==> config.mk <==
export PLATFORM = sky130hd
export DESIGN_NAME = ack_tracker
export DESIGN_NICKNAME = d
export VERILOG_FILES = /design/src/rtl/ack_tracker.sv
export SDC_FILE = /design/constraint.sdc
export NUM_CORES = 1
export LEC_CHECK = 0
export CAP_MARGIN = 25
export CORE_MARGIN = 2
export CORE_UTILIZATION = 50
export DETAILED_ROUTE_END_ITERATION = 16
export PLACE_DENSITY = 0.82
export SLEW_MARGIN = 20
export SYNTH_ARGS = -nofsm -noshare
export SYNTH_HDL_FRONTEND = slang
export SYNTH_SLANG_ARGS = --single-unit
==> constraint.sdc <==
create_clock -name clk -period 2.2 [get_ports clk]
set_input_delay 0.33 -clock clk [delete_from_list [all_inputs] [get_ports clk]]
set_output_delay 0.33 -clock clk [all_outputs]
set_load 0.005 [all_outputs]
==> src/rtl/ack_tracker.sv <==
module ack_tracker #(
  parameter  int N_DEST = 8,
  localparam int IW = (N_DEST > 1) ? $clog2(N_DEST) : 1,
  localparam int CW = $clog2(N_DEST) + 1
) (
  input  logic              clk,
  input  logic              rst_n,
  input  logic              clr,
  input  logic              dlv_vld,
  input  logic              dlv_ok,
  input  logic [N_DEST-1:0] dlv_map,
  input  logic              eoi_vld,
  input  logic [IW-1:0]     eoi_id,
  input  logic              rs_vld,
  input  logic [IW-1:0]     rs_id,
  input  logic              rs_pend,
  input  logic              rbld,
  input  logic [N_DEST-1:0] pend_now,
  output logic              coalesced,
  output logic [CW-1:0]     pend_cnt
);

  function automatic logic [CW-1:0] ones(input logic [N_DEST-1:0] v);
    logic [CW-1:0] s;
    s = '0;
    for (int i = 0; i < N_DEST; i++) s = s + CW'(v[i]);
    return s;
  endfunction

  logic [N_DEST-1:0] map_q;
  logic [CW-1:0]     cnt_q;

  wire eoi_ok   = int'(eoi_id) < N_DEST;
  wire rs_ok    = int'(rs_id) < N_DEST;
  wire eoi_hit  = eoi_ok && map_q[eoi_id];
  wire rs_old   = rs_ok && map_q[rs_id];
  wire cnt_zero = (cnt_q == '0);
  wire dlv_take = dlv_vld && cnt_zero;
  wire eoi_dec  = eoi_vld && eoi_hit;
  wire rs_chg   = !eoi_vld && rs_vld && rs_ok && (rs_pend != rs_old);
  wire rs_dec   = rs_chg && !rs_pend;
  wire underrun = !dlv_take && (eoi_dec || rs_dec) && cnt_zero;

  always_ff @(posedge clk or negedge rst_n) begin
    if (!rst_n) begin
      map_q <= '0;
      cnt_q <= '0;
    end else if (clr) begin
      map_q <= '0;
      cnt_q <= '0;
    end else if (rbld || underrun) begin
      map_q <= pend_now;
      cnt_q <= ones(pend_now);
    end else if (dlv_take) begin
      map_q <= dlv_ok ? dlv_map : '0;
      cnt_q <= dlv_ok ? ones(dlv_map) : '0;
    end else if (eoi_vld) begin
      if (eoi_hit) begin
        map_q[eoi_id] <= 1'b0;
        cnt_q         <= cnt_q - 1'b1;
      end
    end else if (rs_chg) begin
      map_q[rs_id] <= rs_pend;
      cnt_q        <= rs_pend ? cnt_q + 1'b1 : cnt_q - 1'b1;
    end
  end

  assign coalesced = !cnt_zero;
  assign pend_cnt  = cnt_q;

  AST_CLEAR_ZERO: assert property (@(posedge clk) disable iff (!rst_n)
    clr |=> (pend_cnt == '0 && !coalesced));
  AST_DELIVER_LOAD: assert property (@(posedge clk) disable iff (!rst_n)
    (dlv_vld && dlv_ok && pend_cnt == '0 && !clr && !rbld) |=>
      (int'(pend_cnt) == $countones($past(dlv_map))));
  AST_FAILED_ZERO: assert property (@(posedge clk) disable iff (!rst_n)
    (dlv_vld && !dlv_ok && pend_cnt == '0 && !clr && !rbld) |=> (pend_cnt == '0));
  AST_EOI_STRAY: assert property (@(posedge clk) disable iff (!rst_n)
    (eoi_vld && !eoi_hit && !clr && !rbld && !(dlv_vld && pend_cnt == '0)) |=>
      $stable(pend_cnt));
  AST_EOI_DEC: assert property (@(posedge clk) disable iff (!rst_n)
    (eoi_vld && eoi_hit && pend_cnt != '0 && !clr && !rbld) |=>
      (pend_cnt == $past(pend_cnt) - 1'b1));
  AST_REBUILD: assert property (@(posedge clk) disable iff (!rst_n)
    (rbld && !clr) |=> (int'(pend_cnt) == $countones($past(pend_now))));
  AST_NO_OVERFLOW: assert property (@(posedge clk) disable iff (!rst_n)
    int'(pend_cnt) <= N_DEST);

endmodule

# Word-level counts from Yosys, hierarchy flattened

Cells that the tools add are included.

Word-level logic and storage cells: 68
Register bits after elaboration: 12

Equality and inequality tests: 2
Bitwise operators: 2
Multiplexer cells: 24
Order comparisons: 4
$add $sub $neg: 16
Reduce and logical (&&, ||, !) cells: 18

Operators with widths:

| operator                                             | number |
|---|---|
| 2-to-1 mux 8 bit                                     | 7 |
| adder 4 x 1 -> 4 bit                                 | 8 |
| 2-to-1 mux 4 bit                                     | 8 |
| logical AND 1 bit                                    | 9 |
| adder 3 x 1 -> 4 bit                                 | 2 |
| bitwise AND 8 bit                                    | 1 |
| bitwise mux 8 bit                                    | 1 |
| < comparator 3 x 4 -> 1 bit (second input constant)  | 2 |
| inverter 8 bit                                       | 1 |
| adder 2 x 1 -> 3 bit                                 | 2 |
| binary-select mux 1 bit (select 3 bit)               | 2 |
| demux 1 bit (select 3 bit)                           | 2 |
| >= comparator 3 x 1 -> 1 bit (second input constant) | 2 |
| != test 5 x 2 -> 1 bit (second input constant)       | 1 |
| nonzero test 5 bit                                   | 1 |
| adder 1 x 1 -> 2 bit                                 | 2 |
| adder 4 x 1 -> 4 bit (second input constant)         | 1 |
| zero test 1 bit                                      | 4 |
| zero test 4 bit                                      | 1 |
| 2-to-1 mux 1 bit                                     | 4 |
| subtractor 4 x 1 -> 4 bit (second input constant)    | 1 |
| logical OR 1 bit                                     | 2 |
| AND reduction 2 bit                                  | 1 |
| != test 1 bit                                        | 1 |

# Logic depth before layout (Yosys ltp)

Gate-level depths: netlist of run 1.

Depth after elaboration: 11
Mapped depth: 12

# Worst setup path after synthesis of run 1

Ideal clock, no wire load.

Path kind: input to register
Start point: input port dlv_map[0]
End point: register cnt_q[1] (netlist: pend_cnt[1])
Library setup time: 64 ps
Arrival time: 2992 ps
Path slack: -856 ps
Cell stages on the path: 12
Buffers on the path: 0
Data required time: 2136 ps
Cells stage by stage: fa_1 > inv_1 > fa_1 > fa_1 > inv_1 > ha_1 > inv_1 > fa_1 > nor3b_1 > a21oi_1 > nor4_1 > a211o_1

Cells in the longest elaborated chain, start to end: 11

Ends and longest elaborated chain:

| item                               | RTL line | RTL |
|---|---|---|
| start: declaration                 | 11       | `input logic [N_DEST-1:0] dlv_map,` |
| adder 1 x 1 -> 2 bit               | 26       | `for (int i = 0; i < N_DEST; i++) s = s + CW'(v[i]);` |
| adder 2 x 1 -> 3 bit               | 26       |  |
| adder 3 x 1 -> 4 bit               | 26       |  |
| adder 4 x 1 -> 4 bit (4 in series) | 26       |  |
| 2-to-1 mux 4 bit                   | 56       | `cnt_q <= dlv_ok ? ones(dlv_map) : '0;` |
| 2-to-1 mux 4 bit                   | 54       | `end else if (dlv_take) begin` |
| 2-to-1 mux 4 bit                   | 51       | `end else if (rbld \|\| underrun) begin` |
| 2-to-1 mux 4 bit                   | 48       | `end else if (clr) begin` |
| end signal: assignment             | 53       | `cnt_q <= ones(pend_now);` |
| end signal: assignment             | 56       |  |
| end signal: assignment             | 60       | `cnt_q <= cnt_q - 1'b1;` |
| end: declaration                   | 31       | `logic [CW-1:0] cnt_q;` |

No other way between the ends.
A chain may end at the register's enable or synchronous reset.

# Final worst setup path of run 1

Ends and elaborated chain as after synthesis.

==> results_dict.tcl, run 1 <==
set metrics [dict create \
    period_share 1.39 \
    rr_endpoint "pend_cnt[2]$_DFFE_PN0P_" \
    insertion_delay_ns 0.27 \
    dp_hpwl_um 4120 \
    cts_tree "done" \
    cp-start-kind "input port" \
    antenna_found_initial 0 \
    crit_chain "buf_8 > fa_1 > inv_2 > fa_1 > fa_1 > inv_2 > ha_4 > inv_2 > fa_2 > nor3b_2 > a21oi_1 > nor4_1 > a211o_1" \
    area_growth_pct 49.2 \
    tightest_slew_ns 0.568 \
    crit_path_end "pend_cnt[1]$_DFFE_PN0P_" \
    cts.sinks 12 \
    antenna_cells 0 \
    endpoint_kind "flip-flop" \
    place.port_buffers 35 \
    via_per_inst 5.94 \
    synth_nets 260 \
    avgSynthCellArea_um2 8.02 \
    layout_common_cells "buf_4 (43), clkdlybuf4s50_1 (28), nand2_1 (21)" \
    syn_area_um2 1700 \
    ctsHoldBuffers 0 \
    gp_congestion 0.915 \
    ys_seq_area_frac 0.177 \
    cts_made_buffers 3 \
    skew_ns 0.00297 \
    synth-seq-cells 12 \
    synth_enable_flop_cells 0 \
    firstDrtPassIters 5 \
    cts_root_buf "clkbuf_4" \
    p_per_area_nw_per_um2 612 \
    critPathKind "input port to flip-flop" \
    final_nets 332 \
    vias 1954 \
    async_flop_share 1.00 \
    crit_buf_inv 4 \
    cp.arrival_ns 3.28 \
    cp_top_family "adder cells" \
    setup_viol 4 \
    cp-startpoint "dlv_map[0]" \
    worst-path-max-fanout 2 \
    dieWidth_um 62.3 \
    yosys_warnings 0 \
    p_leak_nw 1.10 \
    synthCells 212 \
    clock.fmax_ghz 0.327 \
    rows 21 \
    final_cells 329 \
    grt_use_total 0.284 \
    dp.cells 323 \
    final_util 0.766 \
    grt_setup_unrepaired "true" \
    final_common_cell "buf_4" \
    hold_class "input port to asynchronous set/reset pin" \
    min_period_ns 3.06 \
    ir_worst_vdd_mv 0.620 \
    hold_viol 0 \
    reg2reg_depth 6 \
    ant_nets 0 \
    cpPeakStageDelay_ns 0.59 \
    dieArea_um2 3880 \
    dr.first_iter.drc_count 192 \
    grt_max_degree 15 \
    drive_gt1_frac 0.307 \
    cts.clk_slew.worst_paths_ns 0.08 \
    slew_viol_final 0 \
    drc 0 \
    timing.hold.ws_ns 0.416 \
    start_util 0.514 \
    wire_per_inst_um 16.6 \
    violations "setup timing" \
    cp_slowest_cell "fa_1" \
    coreArea_um2 3310 \
    slew_headroom 0.620 \
    synth_flop_cell "dfrtp_1" \
    ios 36 \
    drv_cap 0 \
    path_depth 13 \
    grt_overflow_total 0 \
    chipHeight_um 62.3 \
    reg2reg_slack_ns 0.05 \
    worst_slack_ns -0.857 \
    required_ns 2.42 \
    htree_levels 1 \
    synth_cell_type_count 48 \
    wirelength_um 5450 \
    r2r-start "map_q[1]$_DFFE_PN0P_" \
    grt_pass1_vias 1879 \
    outcome "finished with violations" \
    cts_buffer_depth 2 \
    grt_pass1_wl_um 8960 \
]
[worst min-delay path by stage]
stage,endpoint,depth (start not counted),start
2_1_floorplan,map_q[0]$_DFFE_PN0P_,0,rst_n
3_3_place_gp,pend_cnt[1]$_DFFE_PN0P_,1,pend_cnt[1]$_DFFE_PN0P_
3_5_place_dp,pend_cnt[1]$_DFFE_PN0P_,1,pend_cnt[1]$_DFFE_PN0P_
4_1_cts,map_q[0]$_DFFE_PN0P_,4,pend_now[0]
5_1_grt,map_q[0]$_DFFE_PN0P_,4,pend_now[0]
6_report,map_q[3]$_DFFE_PN0P_,1,rst_n
[report_power, final]
part	leakage (nW)	internal (mW)	total, mW	switching [mW]
registers	0.158	0.264	0.310	0.0455
clock network	0.0210	0.101	0.179	0.0787
logic	0.920	0.523	1.06	0.541
[kinds of logic after synthesis]
logic type,after synthesis,share of synthesized area
DFF,12,0.177
buffers and inverters,38,0.0971
and+or+nand+nor,71,0.221
muxes,11,0.0736
xor gates and xnor gates,4,0.0206
adders and majority gates,17,0.160
AOI/OAI and AO/OA,59,0.251
[per-stage QoR]
step | setup slack [ns] | cell area (um^2) | power [mW] | setup TNS (ns)
3_5_place_dp | -1.53 | 2370 | 1.23 | -9.17
5_1_grt | -0.889 | 2540 | 1.65 | -2.56
3_3_place_gp | -1.42 | 2370 | 1.21 | -8.29
6_report | -0.857 | 2540 | 1.55 | -2.37
4_1_cts | -1.01 | 2490 | 1.50 | -2.72
2_1_floorplan | -0.840 | 1700 | 0.846 | -2.38
[flip-flops by register name, indices dropped and copies added (netlist names)]
| name | count |
|---|---|
| pend_cnt | 4 |
| map_q | 8 |
[per-layer routing]
layer,vias up,routed length [um],GRT usage
li1,919,-,-
met1,905,2110,0.348
met2,115,2820,0.543
met3,15,391,0.0399
met4,0,119,0.0278
met5,-,0,0
[timing repair]
action,in CTS,in global routing
setup endpoints to repair,12,12
buffers inserted,2,0
gates resized for setup,48,10
pin swaps,17,10
[layout make-up]
class                           count  area [um^2]
Multi-Input combinational cell    162         1350
Fill cell                         239          774
Timing Repair Buffer               80          702
Sequential cell                    12          300
Inverter                           25         93.8
Tap cell                           46         57.6
Clock buffer                        4         36.3
[cells in the mapped netlist, drive strengths merged (2+ instances only)]
cell type | number | area, um^2
o21ai | 8 | 40.0
ha | 9 | 113
nand2 | 21 | 78.8
nor4 | 3 | 25.0
nand3 | 11 | 55.1
mux2i | 8 | 80.1
dfrtp | 12 | 300
buf | 7 | 48.8
a32oi | 7 | 61.3
o311a | 2 | 20.0
or2 | 3 | 18.8
nor3 | 5 | 30.0
fa | 8 | 160
o2111ai | 8 | 70.1
nand3b | 3 | 22.5
a211o | 2 | 17.5
clkbuf | 6 | 22.5
nand2b | 2 | 12.5
mux2 | 2 | 22.5
nor2 | 7 | 26.3
and3 | 3 | 18.8
nor2b | 5 | 31.3
a31oi | 2 | 12.5
inv | 25 | 93.8
a21oi | 15 | 75.1
o211ai | 10 | 80.1
and2 | 3 | 20.0
xnor2 | 3 | 26.3
No activity file was read; power rests on OpenSTA's default activity.
==> inputs of run 2 (changes only) <==
--- a/config.mk
+++ b/config.mk
@@ -10,6 +10,7 @@
 export CORE_UTILIZATION = 50
 export DETAILED_ROUTE_END_ITERATION = 16
 export PLACE_DENSITY = 0.82
+export SKIP_CTS_REPAIR_TIMING = 1
 export SLEW_MARGIN = 20
 export SYNTH_ARGS = -nofsm -noshare
 export SYNTH_HDL_FRONTEND = slang
==> results_dict.tcl, run 2 (same netlist as run 1, synthesis figures left out) <==
set metrics [dict create \
    antenna_found_initial 0 \
    cts_buffer_depth 2 \
    largest_register_ff_count 8 \
    skew_ns 0.00210 \
    cts.clk_slew.worst_paths_ns 0.08 \
    hold_viol 0 \
    cts_made_buffers 3 \
    drv_cap 0 \
    vias 1928 \
    tightest_slew_ns 0.570 \
    dieWidth_um 62.3 \
    dieArea_um2 3880 \
    power_frac_clock 0.116 \
    rr_endpoint "pend_cnt[2]$_DFFE_PN0P_" \
    cp-startpoint "dlv_map[0]" \
    via_per_inst 5.88 \
    violations "setup timing" \
    wirelength_um 5410 \
    cp.arrival_ns 3.43 \
    firstDrtPassIters 5 \
    grt_max_degree 15 \
    ir_worst_vdd_mv 0.611 \
    chipHeight_um 62.3 \
    worst-path-max-fanout 2 \
    cts_root_buf "clkbuf_4" \
    drc 0 \
    p_seq_frac 0.196 \
    clock.fmax_ghz 0.312 \
    area_growth_pct 49.0 \
    endpoint_kind "flip-flop" \
    coreArea_um2 3310 \
    period_share 1.46 \
    cp-start-kind "input port" \
    setup_viol 4 \
    htree_levels 1 \
    hold_class "input port to asynchronous set/reset pin" \
    crit_path_end "pend_cnt[1]$_DFFE_PN0P_" \
    r2r-start "map_q[1]$_DFFE_PN0P_" \
    required_ns 2.42 \
    top_register "map_q" \
    pwr-share-comb 0.688 \
    ant_nets 0 \
    ios 36 \
    power_switching_mw 0.675 \
    antenna_cells 0 \
    grt_pass1_vias 1802 \
    p_per_area_nw_per_um2 619 \
    dp_hpwl_um 4120 \
    finalPower_mw 1.57 \
    cts_tree "done" \
    dr.first_iter.drc_count 178 \
    wire_per_inst_um 16.5 \
    layout_common_cells "buf_4 (41), clkdlybuf4s50_1 (27), inv_1 (22)" \
    intPower_mw 0.893 \
    slew_viol_final 0 \
    final_common_cell "buf_4" \
    gp_congestion 0.915 \
    outcome "finished with violations" \
    worst_slack_ns -1.01 \
    slew_headroom 0.619 \
    critPathKind "input port to flip-flop" \
    insertion_delay_ns 0.28 \
    grt_pass1_wl_um 8470 \
    p_leak_nw 1.12 \
    place.port_buffers 35 \
    reg2reg_depth 7 \
    reg2reg_slack_ns -0.02 \
    rows 21 \
    grt_use_total 0.264 \
    final_nets 331 \
    grt_setup_unrepaired "true" \
    grt_overflow_total 0 \
    p_sw_frac 0.430 \
    min_period_ns 3.21 \
    start_util 0.514 \
    timing.hold.ws_ns 0.410 \
    drive_gt1_frac 0.298 \
    cts.sinks 12 \
]
-- run 2: changes by cell type in the layout (fill, tap and decap cells not counted), moves of 2 or more --
| cell | delta |
|---|---|
| buf_6 | -2 |
| inv_1 | +2 |
| inv_2 | -2 |
| clkbuf_2 | +4 |
| buf_4 | -2 |
| dlymetal6s2s_1 | +3 |
| buf_2 | -2 |
-- run 2: worst min path at each step --
| stage | startpoint | to | slack, ns |
|---|---|---|---|
| final | rst_n | map_q[5]$_DFFE_PN0P_ | 0.41 |
| after global routing | pend_now[0] | map_q[0]$_DFFE_PN0P_ | 0.45 |
| after CTS | rst_n | pend_cnt[3]$_DFFE_PN0P_ | 0.44 |
| after detailed placement | pend_cnt[1]$_DFFE_PN0P_ | pend_cnt[1]$_DFFE_PN0P_ | 0.62 |
| after global placement | pend_cnt[1]$_DFFE_PN0P_ | pend_cnt[1]$_DFFE_PN0P_ | 0.60 |
| after floorplan | rst_n | map_q[0]$_DFFE_PN0P_ | 0.03 |
-- run 2: final cells by class --
| type | count | area (um^2) |
|---|---|---|
| inverters | 25 | 93.8 |
| flip-flops and latches | 12 | 300 |
| multi-input cells | 162 | 1350 |
| repair buffers | 79 | 693 |
| clock buffers | 4 | 36.3 |
| fillers | 236 | 777 |
| well taps | 46 | 57.6 |
-- run 2: power by group through the flow --
stage,Clock [mW],Sequential [mW],Combinational [mW]
2_1_floorplan,0,0.317,0.530
3_3_place_gp,0,0.308,0.901
3_5_place_dp,0,0.310,0.922
4_1_cts,0.180,0.307,0.933
5_1_grt,0.190,0.312,1.16
6_report,0.182,0.308,1.08
-- run 2: layer usage --
| metal | track usage | vias up | part of all wire |
|---|---|---|---|
| met5 | 0 | - | 0 |
| li1 | - | 910 | - |
| met3 | 0.0344 | 20 | 0.075 |
| met1 | 0.336 | 890 | 0.39 |
| met2 | 0.499 | 108 | 0.51 |
| met4 | 0.0167 | 0 | 0.022 |
-- run 2: stage by stage --
step / setup WS [ns] / TNS (ns) / cells / cell area (um^2) / util
after global routing: -1.05 / -2.83 / 328 / 2530 / 0.765
after global placement: -1.42 / -8.29 / 323 / 2370 / 0.717
final: -1.01 / -2.56 / 328 / 2530 / 0.765
after detailed placement: -1.53 / -9.17 / 323 / 2370 / 0.717
after CTS: -1.25 / -6.10 / 327 / 2410 / 0.728
after floorplan: -0.840 / -2.38 / 212 / 1700 / -
-- run 2: worst max-delay path, cell delays in order --
cell and delay (ns):
buf_8 0.10, fa_1 0.58, inv_2 0.05, fa_1 0.47, fa_1 0.53, inv_2 0.05, ha_4 0.15, inv_2 0.05
fa_2 0.42, nor3b_2 0.20, a21oi_1 0.06, nor4_1 0.28, a211o_1 0.14
